[src/rtl/sgw_pkg.sv]
package sgw_pkg;

  localparam int DESC_BYTES = 8;
  localparam int WORD_BYTES = 4;
  localparam int FLAG_VALID = 0;
  localparam int FLAG_LAST  = 1;
  localparam int FLAG_XFER  = 5;
  localparam int LEN_LSB    = 16;
  localparam int HDR_LEN_W  = 16;

  typedef enum logic [1:0] {
    SEL_BASE_LO = 2'd0,
    SEL_BASE_HI = 2'd1,
    SEL_ENABLE  = 2'd2
  } cfg_sel_e;

  typedef enum logic [2:0] {
    W_IDLE,
    W_HDR,
    W_BUF,
    W_CHECK,
    W_ISSUE,
    W_WAIT
  } walk_state_e;

  function automatic logic hdr_valid(input logic [31:0] w);
    return w[FLAG_VALID];
  endfunction

  function automatic logic hdr_last(input logic [31:0] w);
    return w[FLAG_LAST];
  endfunction

  function automatic logic hdr_is_xfer(input logic [31:0] w);
    return w[FLAG_XFER];
  endfunction

  function automatic logic [HDR_LEN_W-1:0] hdr_len(input logic [31:0] w);
    return w[LEN_LSB +: HDR_LEN_W];
  endfunction

  function automatic logic len_word_aligned(input logic [HDR_LEN_W-1:0] len);
    return (len[1:0] == 2'b00);
  endfunction

endpackage

[src/rtl/sgw_cfg_regs.sv]
module sgw_cfg_regs
  import sgw_pkg::*;
#(
  parameter int PTR_W = 64
) (
  input  logic             clk,
  input  logic             rst_n,
  input  logic             cfg_we,
  input  logic [1:0]       cfg_sel,
  input  logic [31:0]      cfg_wdata,
  input  logic             busy_i,
  output logic [PTR_W-1:0] list_base,
  output logic             start_evt,
  output logic             stop_evt
);

  logic [31:0] base_lo_q;
  logic [31:0] base_hi_q;
  logic        addr_wr_ok;
  logic        en_wr;

  assign addr_wr_ok = cfg_we && !busy_i;
  assign en_wr      = cfg_we && (cfg_sel == SEL_ENABLE);
  assign start_evt  = en_wr && cfg_wdata[0] && !busy_i;
  assign stop_evt   = en_wr && !cfg_wdata[0] && busy_i;

  always_ff @(posedge clk or negedge rst_n) begin
    if (!rst_n) begin
      base_lo_q <= '0;
      base_hi_q <= '0;
    end else if (addr_wr_ok) begin
      if (cfg_sel == SEL_BASE_LO) base_lo_q <= cfg_wdata;
      if (cfg_sel == SEL_BASE_HI) base_hi_q <= cfg_wdata;
    end
  end

  generate
    if (PTR_W > 32) begin : g_wide
      assign list_base = {base_hi_q[PTR_W-33:0], base_lo_q};
      logic unused_hi;
      assign unused_hi = 1'b0;
    end else begin : g_narrow
      assign list_base = base_lo_q[PTR_W-1:0];
      logic unused_hi;
      assign unused_hi = ^base_hi_q;
    end
  endgenerate

  AST_BASE_HELD_BUSY: assert property (@(posedge clk) disable iff (!rst_n)
    (busy_i && cfg_we && (cfg_sel != SEL_ENABLE)) |=> ($stable(base_lo_q) && $stable(base_hi_q)))
    else $error("base address changed while busy");

endmodule

[src/rtl/sgw_desc_decode.sv]
module sgw_desc_decode
  import sgw_pkg::*;
#(
  parameter int LEN_W = 16
) (
  input  logic [31:0]      hdr,
  output logic             d_last,
  output logic             d_xfer,
  output logic [LEN_W-1:0] d_len,
  output logic             d_ok
);

  logic [HDR_LEN_W-1:0] full_len;
  logic unused_rsv;

  assign full_len   = hdr_len(hdr);
  assign d_last     = hdr_last(hdr);
  assign d_xfer     = hdr_is_xfer(hdr);
  assign d_len      = full_len[LEN_W-1:0];
  assign d_ok       = hdr_valid(hdr) && len_word_aligned(full_len);
  assign unused_rsv = ^{hdr[15:6], hdr[4:2]};

endmodule

[src/rtl/sgw_walk_fsm.sv]
module sgw_walk_fsm
  import sgw_pkg::*;
#(
  parameter int PTR_W  = 64,
  parameter int BUF_AW = 32,
  parameter int LEN_W  = 16
) (
  input  logic              clk,
  input  logic              rst_n,
  input  logic              start_evt,
  input  logic              stop_evt,
  input  logic [PTR_W-1:0]  list_base,
  output logic              mem_req,
  output logic [PTR_W-1:0]  mem_addr,
  input  logic              mem_ack,
  input  logic [31:0]       mem_rdata,
  output logic [31:0]       hdr_q,
  input  logic              d_last,
  input  logic              d_xfer,
  input  logic              d_ok,
  output logic              xfer_start,
  output logic [BUF_AW-1:0] xfer_addr,
  input  logic              xfer_done,
  output logic              busy,
  output logic              done,
  output logic              err
);

  localparam logic [PTR_W-1:0] STEP_DESC = PTR_W'(DESC_BYTES);
  localparam logic [PTR_W-1:0] STEP_WORD = PTR_W'(WORD_BYTES);

  walk_state_e       state_q;
  logic [PTR_W-1:0]  ptr_q;
  logic [BUF_AW-1:0] buf_q;
  logic              done_q;
  logic              err_q;

  logic desc_complete;
  logic finish_evt;
  logic advance_evt;
  logic fault_evt;
  logic unused_buf;

  assign desc_complete = !stop_evt &&
    (((state_q == W_CHECK) && d_ok && !d_xfer) ||
     ((state_q == W_WAIT) && xfer_done));
  assign finish_evt  = desc_complete && d_last;
  assign advance_evt = desc_complete && !d_last;
  assign fault_evt   = !stop_evt && (state_q == W_CHECK) && !d_ok;
  assign unused_buf  = ^mem_rdata;

  always_ff @(posedge clk or negedge rst_n) begin
    if (!rst_n) begin
      state_q <= W_IDLE;
      ptr_q   <= '0;
      buf_q   <= '0;
      hdr_q   <= '0;
      done_q  <= 1'b0;
      err_q   <= 1'b0;
    end else begin
      done_q <= finish_evt;
      if (fault_evt) err_q <= 1'b1;
      if (start_evt) err_q <= 1'b0;
      if (advance_evt) ptr_q <= ptr_q + STEP_DESC;
      if (stop_evt) begin
        state_q <= W_IDLE;
      end else begin
        case (state_q)
          W_IDLE: if (start_evt) begin
            ptr_q   <= list_base;
            state_q <= W_HDR;
          end
          W_HDR: if (mem_ack) begin
            hdr_q   <= mem_rdata;
            state_q <= W_BUF;
          end
          W_BUF: if (mem_ack) begin
            buf_q   <= mem_rdata[BUF_AW-1:0];
            state_q <= W_CHECK;
          end
          W_CHECK: begin
            if (fault_evt || finish_evt) state_q <= W_IDLE;
            else if (advance_evt)        state_q <= W_HDR;
            else                         state_q <= W_ISSUE;
          end
          W_ISSUE: state_q <= W_WAIT;
          W_WAIT: begin
            if (finish_evt)       state_q <= W_IDLE;
            else if (advance_evt) state_q <= W_HDR;
          end
          default: state_q <= W_IDLE;
        endcase
      end
    end
  end

  assign mem_req    = (state_q == W_HDR) || (state_q == W_BUF);
  assign mem_addr   = (state_q == W_BUF) ? (ptr_q + STEP_WORD) : ptr_q;
  assign xfer_start = (state_q == W_ISSUE);
  assign xfer_addr  = buf_q;
  assign busy       = (state_q != W_IDLE);
  assign done       = done_q;
  assign err        = err_q;

  AST_REQ_HELD: assert property (@(posedge clk) disable iff (!rst_n)
    (mem_req && !mem_ack && !stop_evt) |=> (mem_req && $stable(mem_addr)))
    else $error("read request dropped before acceptance");

  AST_START_PULSE: assert property (@(posedge clk) disable iff (!rst_n)
    xfer_start |=> !xfer_start)
    else $error("transfer request longer than one cycle");

  AST_DONE_NOT_BUSY: assert property (@(posedge clk) disable iff (!rst_n)
    done |-> !busy)
    else $error("done while still busy");

  AST_DONE_SINGLE: assert property (@(posedge clk) disable iff (!rst_n)
    done |=> !done)
    else $error("done longer than one cycle");

  AST_ERR_NO_DONE: assert property (@(posedge clk) disable iff (!rst_n)
    $rose(err) |-> (!done && !busy))
    else $error("error raised alongside done or busy");

  AST_IDLE_QUIET: assert property (@(posedge clk) disable iff (!rst_n)
    !busy |-> (!mem_req && !xfer_start))
    else $error("idle channel requesting");

endmodule

[src/rtl/sg_list_walker.sv]
module sg_list_walker
  import sgw_pkg::*;
#(
  parameter int PTR_W  = 64,
  parameter int BUF_AW = 32,
  parameter int LEN_W  = 16
) (
  input  logic              clk,
  input  logic              rst_n,
  input  logic              cfg_we,
  input  logic [1:0]        cfg_sel,
  input  logic [31:0]       cfg_wdata,
  output logic              mem_req,
  output logic [PTR_W-1:0]  mem_addr,
  input  logic              mem_ack,
  input  logic [31:0]       mem_rdata,
  output logic              xfer_start,
  output logic [BUF_AW-1:0] xfer_addr,
  output logic [LEN_W-1:0]  xfer_len,
  input  logic              xfer_done,
  output logic              busy,
  output logic              done,
  output logic              err
);

  logic [PTR_W-1:0] list_base;
  logic             start_evt;
  logic             stop_evt;
  logic [31:0]      hdr_q;
  logic             d_last;
  logic             d_xfer;
  logic             d_ok;

  sgw_cfg_regs #(.PTR_W(PTR_W)) u_regs (
    .clk       (clk),
    .rst_n     (rst_n),
    .cfg_we    (cfg_we),
    .cfg_sel   (cfg_sel),
    .cfg_wdata (cfg_wdata),
    .busy_i    (busy),
    .list_base (list_base),
    .start_evt (start_evt),
    .stop_evt  (stop_evt)
  );

  sgw_desc_decode #(.LEN_W(LEN_W)) u_dec (
    .hdr    (hdr_q),
    .d_last (d_last),
    .d_xfer (d_xfer),
    .d_len  (xfer_len),
    .d_ok   (d_ok)
  );

  sgw_walk_fsm #(.PTR_W(PTR_W), .BUF_AW(BUF_AW), .LEN_W(LEN_W)) u_fsm (
    .clk        (clk),
    .rst_n      (rst_n),
    .start_evt  (start_evt),
    .stop_evt   (stop_evt),
    .list_base  (list_base),
    .mem_req    (mem_req),
    .mem_addr   (mem_addr),
    .mem_ack    (mem_ack),
    .mem_rdata  (mem_rdata),
    .hdr_q      (hdr_q),
    .d_last     (d_last),
    .d_xfer     (d_xfer),
    .d_ok       (d_ok),
    .xfer_start (xfer_start),
    .xfer_addr  (xfer_addr),
    .xfer_done  (xfer_done),
    .busy       (busy),
    .done       (done),
    .err        (err)
  );

endmodule

[config.mk]
export PLATFORM = sky130hd
export DESIGN_NAME = sg_list_walker
export DESIGN_NICKNAME = d
export VERILOG_FILES = /design/src/rtl/sgw_pkg.sv /design/src/rtl/sgw_cfg_regs.sv /design/src/rtl/sgw_desc_decode.sv /design/src/rtl/sgw_walk_fsm.sv /design/src/rtl/sg_list_walker.sv
export SDC_FILE = /design/constraint.sdc
export NUM_CORES = 1
export LEC_CHECK = 0
export BUFFER_PORTS_ARGS = -buffer_cell sky130_fd_sc_hd__buf_2
export CELL_PAD_IN_SITES_DETAIL_PLACEMENT = 0
export CELL_PAD_IN_SITES_GLOBAL_PLACEMENT = 1
export CORE_MARGIN = 5
export CORE_UTILIZATION = 40
export DETAILED_ROUTE_END_ITERATION = 6
export GPL_TIMING_DRIVEN = 0
export PLACE_DENSITY = 0.75
export RECOVER_POWER = 100
export SLEW_MARGIN = 10
export SYNTH_ARGS = -nofsm -noshare
export SYNTH_HDL_FRONTEND = slang
export SYNTH_HIERARCHICAL = 1
export SYNTH_SLANG_ARGS = --single-unit
[constraint.sdc]
create_clock -name clk -period 5.7 [get_ports clk]
set_input_delay 1.14 -clock clk [delete_from_list [all_inputs] [get_ports clk]]
set_output_delay 1.14 -clock clk [all_outputs]
set_load 0.03 [all_outputs]
==> results.cfg <==
[status]
outcome = finished with violations
failed_checks = max-capacitance violations, max-slew violations

[route]
drtPass1Iterations = 5
detail_route.wl_per_cell_um = 22.3
drcViolationCount = 0
final_antenna_net_count = 0
drt_wl_total_mm = 34.8
first_iter_violations = 805
viasPerCell = 5.65
vias = 8850

[critical_path]
cpMostUsedCell = clkbuf_1
cp_top_family = simple AND/OR/NAND/NOR gates
crit_slowest_cell = nor3b_1
cp_max_fo = 10
cp.depth = 8
cp.arrival_ps = 3980
startpoint_type = flip-flop
endpoint_kind = output port
crit_chain = clkbuf_1, nor3b_1, and3_1, clkbuf_1, nand3_1, nor3_1, xor2_1, buf_2
path_class = reg2out
cp.required_ps = 4560
worst-r2r-cell-count = 10
slowest_delay_ps = 870
cp_num_buf_inv = 3

[sta]
post-route-min-period_ps = 5120
slew_headroom = -0.705
clock.fmax_mhz = 195
tightestPinTransition_ps = 2560
slew_viol_final = 106
fin_ws_ps = 583
rsz0062_at_grt = false
finalCritPeriodShare = 0.898
skew_ps = 26.5
setup-tns-final_ps = 0
setup_violations = 0
finalHoldViolCount = 0

[floorplanning]
die_width_um = 170
die_height_um = 170
die_area_sq_um = 28800
num_rows = 58
core_area_sq_um = 25200
ioPinCount = 188
start_util = 0.405

[min_path]
hold_depth = 2
hp-class = reg2reg

[global_route]
antenna_found_initial = 2
grt_usage = 0.243
grt_max_degree = 99
grt_pass1_vias = 8749
grt_pass1_wl_mm = 53.6
grt.overflow.total = 0

[clock_tree]
clkSinkCount = 184
cts_buffers = 17
path_clk_slew_ps = 80
post_cts_resized = 0
htree_num_levels = 4
cts_hold_buf = 0
cts_setup_buffers = 0
clockBufferDepth = 2
root_buffer = clkbuf_16
cts_tree = built
clk_latency_ps = 450

[yosys]
syn-num-nets = 1086
yosysWarnings = 6
syn_inst = 1013
netlist_area_sq_um = 10200
avgSynthCellArea_sq_um = 10.1

[place]
placed_cells = 1532
detailed_place_hpwl_mm = 26.8
place.port_buffers = 187
preCtsSetupSlack_ps = 1500
gp_congestion = 0.926

[job]
drv_cap = 2

[finish]
instances_no_fill = 1565
fillCellCount = 2443
layout-drive-gt1-share = 0.228
fin_util = 0.476
area_growth_pct = 17.6
fin_nets = 1294

[power]
ir_worst_vdd_uv = 286
total_power_uw = 6650
power.leakage_uw = 0.00485
power_density_nw_per_um2 = 554
-- sequential cells by signal, indices dropped and copies added (netlist names) --
register          flops
u_fsm/xfer_addr      32
u_regs/base_lo_q     32
u_fsm/done            1
u_fsm/hdr_q          19
u_fsm/state_q         3
u_regs/base_hi_q     32
u_fsm/err             1
u_fsm/ptr_q          64
-- metal layers --
metal,global-route usage,up-vias,part of all wire
met1,0.340,4399,0.44
met2,0.378,365,0.45
met4,0.0627,2,0.024
li1,-,4038,-
met5,0,-,0.00020
met3,0.0622,46,0.085
-- final timing paths --
| check | start | endpoint | slack [ps] |
|---|---|---|---|
| hold / removal | u_regs/base_hi_q[9] | u_fsm/ptr_q[41] | 470 |
| min in group asynchronous | rst_n | u_fsm/hdr_q[30] | 850 |
| hold reg to reg | u_regs/base_hi_q[9] | u_fsm/ptr_q[41] | 470 |
| setup / recovery | u_fsm/state_q[0] | mem_addr[36] | 580 |
| setup reg to reg | u_fsm/state_q[2] | u_fsm/ptr_q[60] | 950 |
| max in group asynchronous | rst_n | u_regs/base_lo_q[27] | 1760 |
-- area by class of cell --
class | instances | area, sq um | area share
Buffer | 99 | 482 | 0.0402
Antenna cell | 1 | 2.50 | 0.000209
Multi-Input combinational cell | 722 | 4980 | 0.415
Timing Repair Buffer | 189 | 828 | 0.0690
Tap cell | 330 | 413 | 0.0344
Inverter | 8 | 30.0 | 0.00250
Clock inverter | 15 | 230 | 0.0192
Sequential cell | 184 | 4600 | 0.384
Clock buffer | 17 | 425 | 0.0355
-- report_power, final --
part / switching [uW] / leakage [uW] / internal (uW) / total, uW
sequential: 438 / 0.00226 / 1930 / 2370
combinational: 1950 / 0.00227 / 1030 / 2980
clock: 645 / 0.000316 / 660 / 1310
-- worst min-delay path, cell delays in order, from the launching register on --
cell and delay, ps:
dfrtp_1 340, nand2_1 50, nand2_1 50
-- layout by cell type (no fill, tap or decap), types with 31 or more instances in the layout --
cell type and instances:
mux2_2 114, o21ai_0 46, buf_2 99, nand2_1 106, dfrtp_1 184, nor2_1 57, xor2_1 54, nor4_1 31
clkbuf_1 163, nand4_1 60, xnor2_1 44, nand3_1 44
-- metrics by stage --
stage | hold WS [ps] | instance area [sq um]
global placement | 454 | 11500
global route | 501 | 12000
CTS | 472 | 12300
detailed placement | 453 | 11600
finish | 469 | 12000
floorplan | 435 | 10200
No activity file was read; power rests on OpenSTA's default activity.
